`config.mk`:
```
export PLATFORM = sky130hd
export DESIGN_NAME = i2c_unstick_seq
export DESIGN_NICKNAME = d
export VERILOG_FILES = /design/src/rtl/unstick_pkg.sv /design/src/rtl/unstick_dwell.sv /design/src/rtl/unstick_fsm.sv /design/src/rtl/unstick_lines.sv /design/src/rtl/i2c_unstick_seq.sv
export SDC_FILE = /design/constraint.sdc
export NUM_CORES = 1
export LEC_CHECK = 0
export BUFFER_PORTS_ARGS = -buffer_cell sky130_fd_sc_hd__buf_4
export CORE_AREA = 2 2 66 68
export DETAILED_ROUTE_END_ITERATION = 7
export DIE_AREA = 0 0 68 70
export PLACE_DENSITY = 0.53
export RECOVER_POWER = 50
export SYNTH_ARGS = -nofsm -noshare
export SYNTH_HDL_FRONTEND = slang
export SYNTH_HIERARCHICAL = 1
export SYNTH_SLANG_ARGS = --single-unit
```
`constraint.sdc`:
```
create_clock -name clk -period 5 [get_ports clk]
set_input_delay 0.5 -clock clk [delete_from_list [all_inputs] [get_ports clk]]
set_output_delay 0.5 -clock clk [all_outputs]
set_load 0.02 [all_outputs]
```
`src/rtl/unstick_pkg.sv`:
```
package unstick_pkg;
  typedef enum logic [3:0] {
    ST_IDLE,
    ST_PRE,
    ST_START_SDA,
    ST_START_SCL,
    ST_PULSE_HI,
    ST_PULSE_LO,
    ST_DATA_LO,
    ST_STOP_SCL,
    ST_STOP_SDA,
    ST_FINISH
  } step_e;
endpackage

```
`src/rtl/unstick_dwell.sv`:
```
module unstick_dwell #(
  parameter int DWELL_TICKS = 1000
) (
  input  logic clk,
  input  logic rst_n,
  input  logic run_i,
  input  logic tick_i,
  output logic expire_o
);
  localparam int CW = $clog2(DWELL_TICKS + 1);
  localparam logic [CW-1:0] LAST = CW'(DWELL_TICKS - 1);

  logic [CW-1:0] cnt_q;

  assign expire_o = run_i && tick_i && (cnt_q == LAST);

  always_ff @(posedge clk) begin
    if (!rst_n || !run_i) cnt_q <= '0;
    else if (expire_o) cnt_q <= '0;
    else if (tick_i) cnt_q <= cnt_q + 1'b1;
  end

  p_cnt_bound_r3: assert property (@(posedge clk) disable iff (!rst_n)
    cnt_q <= LAST);

  p_hold_no_tick_r3: assert property (@(posedge clk) disable iff (!rst_n)
    (run_i && !tick_i) |=> (cnt_q == $past(cnt_q)));
endmodule

```
`src/rtl/unstick_fsm.sv`:
```
module unstick_fsm
  import unstick_pkg::*;
#(
  parameter int NUM_PULSES = 9
) (
  input  logic  clk,
  input  logic  rst_n,
  input  logic  go_i,
  input  logic  expire_i,
  input  logic  line_ok_i,
  output step_e step_o,
  output logic  run_o,
  output logic  idle_ok_o
);
  localparam int PW = $clog2(NUM_PULSES + 1);
  localparam logic [PW-1:0] PLAST = PW'(NUM_PULSES - 1);

  step_e         step_q, step_d;
  logic [PW-1:0] pcnt_q, pcnt_d;
  logic          ok_q;

  always_comb begin
    step_d = step_q;
    pcnt_d = pcnt_q;
    unique case (step_q)
      ST_IDLE: if (go_i) begin
        step_d = ST_PRE;
        pcnt_d = '0;
      end
      ST_FINISH: step_d = ST_IDLE;
      default: if (expire_i) begin
        unique case (step_q)
          ST_PRE:       step_d = ST_START_SDA;
          ST_START_SDA: step_d = ST_START_SCL;
          ST_START_SCL: step_d = ST_PULSE_HI;
          ST_PULSE_HI:  step_d = ST_PULSE_LO;
          ST_PULSE_LO:
            if (pcnt_q == PLAST) step_d = ST_DATA_LO;
            else begin
              step_d = ST_PULSE_HI;
              pcnt_d = pcnt_q + 1'b1;
            end
          ST_DATA_LO:   step_d = ST_STOP_SCL;
          ST_STOP_SCL:  step_d = ST_STOP_SDA;
          ST_STOP_SDA:  step_d = ST_FINISH;
          default:      step_d = ST_IDLE;
        endcase
      end
    endcase
  end

  always_ff @(posedge clk) begin
    if (!rst_n) begin
      step_q <= ST_IDLE;
      pcnt_q <= '0;
      ok_q   <= 1'b0;
    end else begin
      step_q <= step_d;
      pcnt_q <= pcnt_d;
      if (step_q == ST_IDLE && go_i) ok_q <= 1'b0;
      else if (step_q == ST_STOP_SDA && expire_i) ok_q <= line_ok_i;
    end
  end

  assign step_o    = step_q;
  assign run_o     = (step_q != ST_IDLE) && (step_q != ST_FINISH);
  assign idle_ok_o = ok_q;

  p_pulse_bound_r5: assert property (@(posedge clk) disable iff (!rst_n)
    pcnt_q < PW'(NUM_PULSES));

  p_finish_single_r7: assert property (@(posedge clk) disable iff (!rst_n)
    (step_q == ST_FINISH) |=> (step_q == ST_IDLE));

  p_ok_hold_r8: assert property (@(posedge clk) disable iff (!rst_n)
    !$stable(ok_q) |-> ($past(step_q) == ST_STOP_SDA || $past(step_q) == ST_IDLE));

  p_busy_no_restart_r9: assert property (@(posedge clk) disable iff (!rst_n)
    (run_o && step_q != ST_PRE && !expire_i) |=> $stable(step_q));
endmodule

```
`src/rtl/unstick_lines.sv`:
```
module unstick_lines
  import unstick_pkg::*;
(
  input  step_e step_i,
  output logic  scl_low_o,
  output logic  sda_low_o,
  output logic  own_o,
  output logic  finish_o
);
  always_comb begin
    scl_low_o = 1'b0;
    sda_low_o = 1'b0;
    own_o     = 1'b1;
    finish_o  = 1'b0;
    unique case (step_i)
      ST_IDLE:      own_o = 1'b0;
      ST_FINISH: begin
        own_o    = 1'b0;
        finish_o = 1'b1;
      end
      ST_PRE, ST_PULSE_HI, ST_STOP_SDA: ;
      ST_START_SDA, ST_STOP_SCL: sda_low_o = 1'b1;
      ST_START_SCL, ST_DATA_LO: begin
        scl_low_o = 1'b1;
        sda_low_o = 1'b1;
      end
      ST_PULSE_LO:  scl_low_o = 1'b1;
      default:      own_o = 1'b0;
    endcase
  end
endmodule

```
`src/rtl/i2c_unstick_seq.sv`:
```
module i2c_unstick_seq
  import unstick_pkg::*;
#(
  parameter int DWELL_TICKS = 1000,
  parameter int NUM_PULSES  = 9
) (
  input  logic clk,
  input  logic rst_n,
  input  logic go_i,
  input  logic tick_i,
  input  logic scl_in_i,
  input  logic sda_in_i,
  output logic scl_oe_o,
  output logic sda_oe_o,
  output logic pin_own_o,
  output logic ctrl_rst_o,
  output logic done_o,
  output logic idle_ok_o
);
  step_e step;
  logic  run, expire, finish;

  unstick_dwell #(.DWELL_TICKS(DWELL_TICKS)) u_dwell (
    .clk(clk), .rst_n(rst_n), .run_i(run), .tick_i(tick_i), .expire_o(expire)
  );

  unstick_fsm #(.NUM_PULSES(NUM_PULSES)) u_fsm (
    .clk(clk), .rst_n(rst_n), .go_i(go_i), .expire_i(expire),
    .line_ok_i(scl_in_i & sda_in_i), .step_o(step), .run_o(run),
    .idle_ok_o(idle_ok_o)
  );

  unstick_lines u_lines (
    .step_i(step), .scl_low_o(scl_oe_o), .sda_low_o(sda_oe_o),
    .own_o(pin_own_o), .finish_o(finish)
  );

  assign done_o     = finish;
  assign ctrl_rst_o = finish;

  p_release_idle_r10: assert property (@(posedge clk) disable iff (!rst_n)
    !pin_own_o |-> (!scl_oe_o && !sda_oe_o));

  p_own_drop_done_r7: assert property (@(posedge clk) disable iff (!rst_n)
    $fell(pin_own_o) |-> done_o);

  p_done_single_r7: assert property (@(posedge clk) disable iff (!rst_n)
    done_o |=> !done_o);

  p_start_sda_first_r4: assert property (@(posedge clk) disable iff (!rst_n)
    $rose(pin_own_o) |=> (!scl_oe_o && !sda_oe_o) || (!scl_oe_o && sda_oe_o));
endmodule

```
==> impl_metrics.yaml, run 1 <==
grt:
  overflow: 0
  antenna_found_initial: 0
  grt_pass1_vias: 944
  met1_usage_pct: 13.30
  grt_use_met3_pct: 1.932
  grt_max_degree: 18
  grt_pass1_wl_mm: 4.036
  busiest_layer: "met2"
  grt.total_usage_pct: 10.88
  met2_usage_pct: 17.91
critical_path:
  worst-r2r-setup-slack_ns: 2.33
  path_class: "register to register"
  rr_worst_depth: 9
  reg2reg_from: "u_fsm/step_o[0]$_SDFFE_PN0P_"
  endpoint_kind: "register"
  cp_max_fo: 17
  r2r-end: "u_fsm/pcnt_q[0]$_SDFFE_PN0P_"
  cp-start-kind: "register"
  crit_required_ns: 5.20
  timing.critical_path.arrival_ns: 2.87
detailed_routing:
  drc_errors: 0
  initialDrtViolationCount: 61
  first_pass_iters: 5
  wirelength_mm: 2.404
  wl_per_cell_um: 11.96
  ant_nets: 0
  via_per_inst: 5.114
  vias: 1028
yosys:
  synth_nets: 150
  synth_ff_type: "dfxtp_1"
  synth_cell_types: 44
  syn_inst: 141
  synth-async-reset-ratio_pct: 0
  ys_warn_count: 6
  synth.cell_area_um2: 1172
  ys_ff_latch: 19
  synth_edf_count: 0
  ys_seq_area_share_pct: 32.44
  syn_area_per_cell_um2: 8.315
timing:
  fin_crit_ns: 2.666
  hold_viol: 0
  post-route-period-util_pct: 53.31
  tightest_slew_ns: 0.5867
  finalSetupViolCount: 0
  setup_slack_ns: 2.334
  rsz0062_at_grt: "no"
  tns_ns: 0
  max-slew-margin-rel_pct: 60.88
  slew_viol_final: 0
  fmax_ghz: 0.3751
  skew_ns: 0.001187
clock_network:
  cts_tree: "done"
  clkTransAtPathRegs_ns: 0.07
  ctsLongestPathBuffers: 2
  cts_buffers: 3
  post_cts_buffers: 0
  h-tree-depth: 1
  clk_latency_ns: 0.26
  holdBufCountCts: 0
  cts.repair.resized: 0
  cts_num_sinks: 19
  cts_root_buf: "clkbuf_8"
pwr:
  p_sw_mw: 0.06831
  peakVddDrop_uv: 74.19
  power_mw: 0.2885
  leakagePower_nw: 0.4264
  power.density_nw_per_um2: 225.2
  p_int_mw: 0.2202
  pwr-share-clk_pct: 37.5
  comb_power_share_pct: 8.3
  p_sw_share_pct: 23.68
  pwr-share-seq_pct: 54.2
floorplan:
  die-area_um2: 4760
  die_w_um: 68
  rows: 24
  pin_count: 12
  initial_core_util_pct: 28.29
  core_region_area_um2: 4144
  dieHeight_um: 70
hold_path:
  hold_path_depth: 1
  hp-start: "u_dwell/cnt_q[9]$_SDFFE_PP0P_"
  hold_class: "register to register"
  whs_endpoint: "u_dwell/cnt_q[9]$_SDFFE_PP0P_"
cells_and_area:
  fillCellCount: 454
  antenna_cells: 0
  final_cell_mix: "dfxtp_1, nand2_1, nor2_1"
  stdcell_area_um2: 1281
  drive_gt1_share_pct: 12.08
  seq_area_um2: 380.4
  multiInputGateArea_um2: 715.7
  layout_commonest_cell: "dfxtp_1"
  syn2layout_area_growth_pct: 9.285
  fin_cells: 201
  nets: 159
placement:
  dp_hpwl_mm: 1.757
  pre_cts_ws_ns: 2.364
  io_buffers: 11
  placed_area_um2: 1259
  place_congestion: 0.8693
  numPlacedInstances: 197
status:
  status: "complete, no violations"
flow_run:
  drv_cap: 0
-- power groups by stage --
stage / sequential (mW) / clock [mW] / combinational (mW)
2_1_floorplan: 0.158 / 0 / 0.0188
3_3_place_gp: 0.160 / 0 / 0.0242
3_5_place_dp: 0.160 / 0 / 0.0249
4_1_cts: 0.156 / 0.114 / 0.0249
5_1_grt: 0.157 / 0.122 / 0.0266
6_report: 0.156 / 0.108 / 0.0240
-- cells by family after synthesis --
kind of cell / share of synthesized area (%)
adders and majority gates: 3.202
AOI/OAI and AO/OA: 19.53
xor gates and xnor gates: 5.976
muxes: 1.708
buffers and inverters: 6.509
DFF: 32.44
and+or+nand+nor: 30.63
-- worst max-delay path by stage --
stage | start | to | cells after the start
after floorplan | u_fsm/step_o[0]$_SDFFE_PN0P_ | u_fsm/pcnt_q[0]$_SDFFE_PN0P_ | 11
after global placement | u_fsm/step_o[0]$_SDFFE_PN0P_ | u_fsm/pcnt_q[0]$_SDFFE_PN0P_ | 9
after detailed placement | u_fsm/step_o[0]$_SDFFE_PN0P_ | u_fsm/pcnt_q[0]$_SDFFE_PN0P_ | 9
after CTS | u_fsm/step_o[0]$_SDFFE_PN0P_ | u_fsm/pcnt_q[0]$_SDFFE_PN0P_ | 9
after global routing | u_fsm/step_o[0]$_SDFFE_PN0P_ | u_fsm/pcnt_q[0]$_SDFFE_PN0P_ | 9
final | u_fsm/step_o[0]$_SDFFE_PN0P_ | u_fsm/pcnt_q[0]$_SDFFE_PN0P_ | 9
-- routing by layer --
metal	share of wire, %	vias up
li1	-	522
met1	45	473
met2	48	29
met3	4.4	4
met4	1.7	0
met5	0	-
-- flip-flops by register name (all words and copies together) (netlist names) --
name / flops
u_dwell/cnt_q: 10
u_fsm/idle_ok_o: 1
u_fsm/pcnt_q: 4
u_fsm/step_o: 4
-- worst max-delay path: stages, from the launching register on --
cell	delay [ns]
dfxtp_1	0.69
or2_2	0.24
nand2_1	0.05
nand2_1	0.10
nand4_1	0.17
nor2_1	0.47
o21a_4	0.23
o21ai_2	0.08
or4_1	0.51
nand2_1	0.07
-- synthesized netlist by cell type (2+ instances only) --
cell      number  area share (%)
a41oi_1        2             1.5
or4_1          2             1.3
nand2_1       18             5.8
a21oi_1        4             1.7
ha_1           3             3.2
and2_1         2             1.1
nand3_1        6             2.6
nor3_1         3             1.3
o211ai_1       6             3.8
nor2b_1        3             1.6
inv_1          4             1.3
xnor2_1        4             3.0
mux2i_1        2             1.7
and3_1         2             1.1
xor2_1         4             3.0
a31oi_1        2             1.1
nor2_1        16             5.1
dfxtp_1       19              32
o21ai_0        4             1.7
or3_1          3             1.6
nand4_1        3             1.6
buf_4          3             1.9
buf_6          3             2.9
a21boi_0       3             1.9
-- final cells by class --
type                    count  share of cell area [%]
multi-input cells         111                   55.86
repair buffers             11                   4.687
clock buffers               4                   3.516
inverters                   4                   1.172
well taps                  52                   5.078
flip-flops and latches     19                   29.69
-- stage by stage --
stage | util, % | hold slack, ns
after global placement | 30.37 | 0.4770
after detailed placement | 30.37 | 0.4725
final | 30.92 | 0.4944
after global routing | 30.92 | 0.5187
after floorplan | - | 0.4483
after CTS | 31.46 | 0.4852
No activity file was read; power rests on OpenSTA's default activity.
==> inputs of run 2 (changes only) <==
- clock period: 5 -> 2.59 ns (I/O delays scaled with it)
==> run 2 against run 1 <==
Fmax rose by 18%; combinational power rose by 110%; final cell count rose by 1.5%; clock power rose by 94%; sequential share of layout area fell by 0.51 points.
==> impl_metrics.yaml, run 2 (synthesis results as in run 1) <==
critical_path:
  timing.critical_path.arrival_ns: 2.44
  cp_max_fo: 13
  cp-start-kind: "register"
  endpoint_kind: "register"
  path_class: "register to register"
  crit_required_ns: 2.77
detailed_routing:
  initialDrtViolationCount: 123
  ant_nets: 0
  wirelength_mm: 2.430
  vias: 1022
  first_pass_iters: 4
  via_per_inst: 5.010
  wl_per_cell_um: 11.91
  drc_errors: 0
floorplan:
  pin_count: 12
  rows: 24
  initial_core_util_pct: 28.29
  core_region_area_um2: 4144
  die_w_um: 68
  die-area_um2: 4760
  dieHeight_um: 70
flow_run:
  drv_cap: 0
cells_and_area:
  final_cell_mix: "dfxtp_1, nand2_1, nor2_1"
  layout_commonest_cell: "dfxtp_1"
  antenna_cells: 0
  regMostFlops: "u_dwell/cnt_q"
  largest_reg_flops: 10
  syn2layout_area_growth_pct: 11.21
  nets: 162
  fillCellCount: 439
  drive_gt1_share_pct: 13.82
timing:
  tightest_slew_ns: 0.5451
  skew_ns: 0.008102
  hold_viol: 0
  slew_viol_final: 0
  rsz0062_at_grt: "no"
  fmax_ghz: 0.4429
  tns_ns: 0
  finalSetupViolCount: 0
  post-route-period-util_pct: 87.18
  max-slew-margin-rel_pct: 63.58
  fin_crit_ns: 2.258
clock_network:
  clk_latency_ns: 0.26
  clkTransAtPathRegs_ns: 0.08
  cts_buffers: 3
  post_cts_buffers: 0
  h-tree-depth: 1
  cts_tree: "done"
  cts.repair.resized: 0
  cts_root_buf: "clkbuf_8"
  cts_num_sinks: 19
  holdBufCountCts: 0
  ctsLongestPathBuffers: 2
placement:
  io_buffers: 11
  place_congestion: 0.8188
  dp_hpwl_mm: 1.789
pwr:
  power.density_nw_per_um2: 429.8
  leakagePower_nw: 0.4423
  power_mw: 0.5604
  peakVddDrop_uv: 286.8
status:
  status: "complete, no violations"
grt:
  overflow: 0
  grt.total_usage_pct: 10.71
  grt_pass1_vias: 963
  grt_max_degree: 15
  grt_pass1_wl_mm: 3.995
  antenna_found_initial: 0
hold_path:
  hold_class: "primary input to register"
==> run 2: cell types whose count changed in the layout (fill, tap and decap cells not counted) <==
cell	previous run	this run
buf_4	5	8
==> run 2: worst paths after layout <==
kind,from,endpoint,slack [ns],depth (start not counted)
worst min register to register,u_dwell/cnt_q[9]$_SDFFE_PP0P_,u_dwell/cnt_q[9]$_SDFFE_PP0P_,0.50,1
worst max register to register,u_fsm/step_o[3]$_SDFFE_PN0P_,u_fsm/step_o[3]$_SDFFE_PN0P_,0.33,10
worst min-delay path,rst_n,u_fsm/step_o[2]$_SDFFE_PN0P_,0.31,2
worst max-delay path,u_fsm/step_o[3]$_SDFFE_PN0P_,u_fsm/step_o[3]$_SDFFE_PN0P_,0.33,10
==> run 2: worst max-delay path, stage by stage, from the launching register on <==
cell and delay (ns):
dfxtp_1 0.60, or2_2 0.21, nand2_1 0.06, nand2_1 0.10
nand4_1 0.17, nor2_1 0.20, buf_4 0.18, nand2_1 0.07
nor3b_1 0.28, o21ai_0 0.13, a21boi_0 0.18
==> run 2: area by class of cell <==
cell class | count | area [um2] | area share, %
multi-input combinational | 111 | 715.7 | 54.89
sequential | 19 | 380.4 | 29.17
timing repair buffer | 14 | 82.58 | 6.334
tap | 52 | 65.06 | 4.990
clock buffer | 4 | 45.04 | 3.455
inverter | 4 | 15.01 | 1.152
==> run 2: report_power, final <==
part           total (mW)  leakage [nW]  switching (mW)  internal [mW]
Clock               0.210        0.0228           0.100          0.109
Sequential          0.300         0.154         0.00516          0.295
Combinational      0.0504         0.266          0.0285         0.0219
==> run 2: metal layers <==
layer / vias to the layer above / routed length, um / global-route usage (%)
met5: - / 0 / 0
met4: 0 / 15 / 3.778
met3: 2 / 144 / 3.382
met2: 23 / 1112 / 16.18
met1: 469 / 1158 / 14.14
li1: 528 / - / -
==> run 2: metrics by stage <==
step | instance area [um2] | std cells | setup slack, ns | hold slack (ns) | utilization [%]
floorplan | 1172 | 141 | 0.4976 | 0.3872 | -
global placement | 1281 | 200 | 0.4785 | 0.4736 | 30.92
detailed placement | 1281 | 200 | 0.3974 | 0.4814 | 30.92
CTS | 1326 | 204 | 0.3697 | 0.3041 | 32.00
global route | 1304 | 204 | 0.02810 | 0.3039 | 31.46
finish | 1304 | 204 | 0.3321 | 0.3054 | 31.46
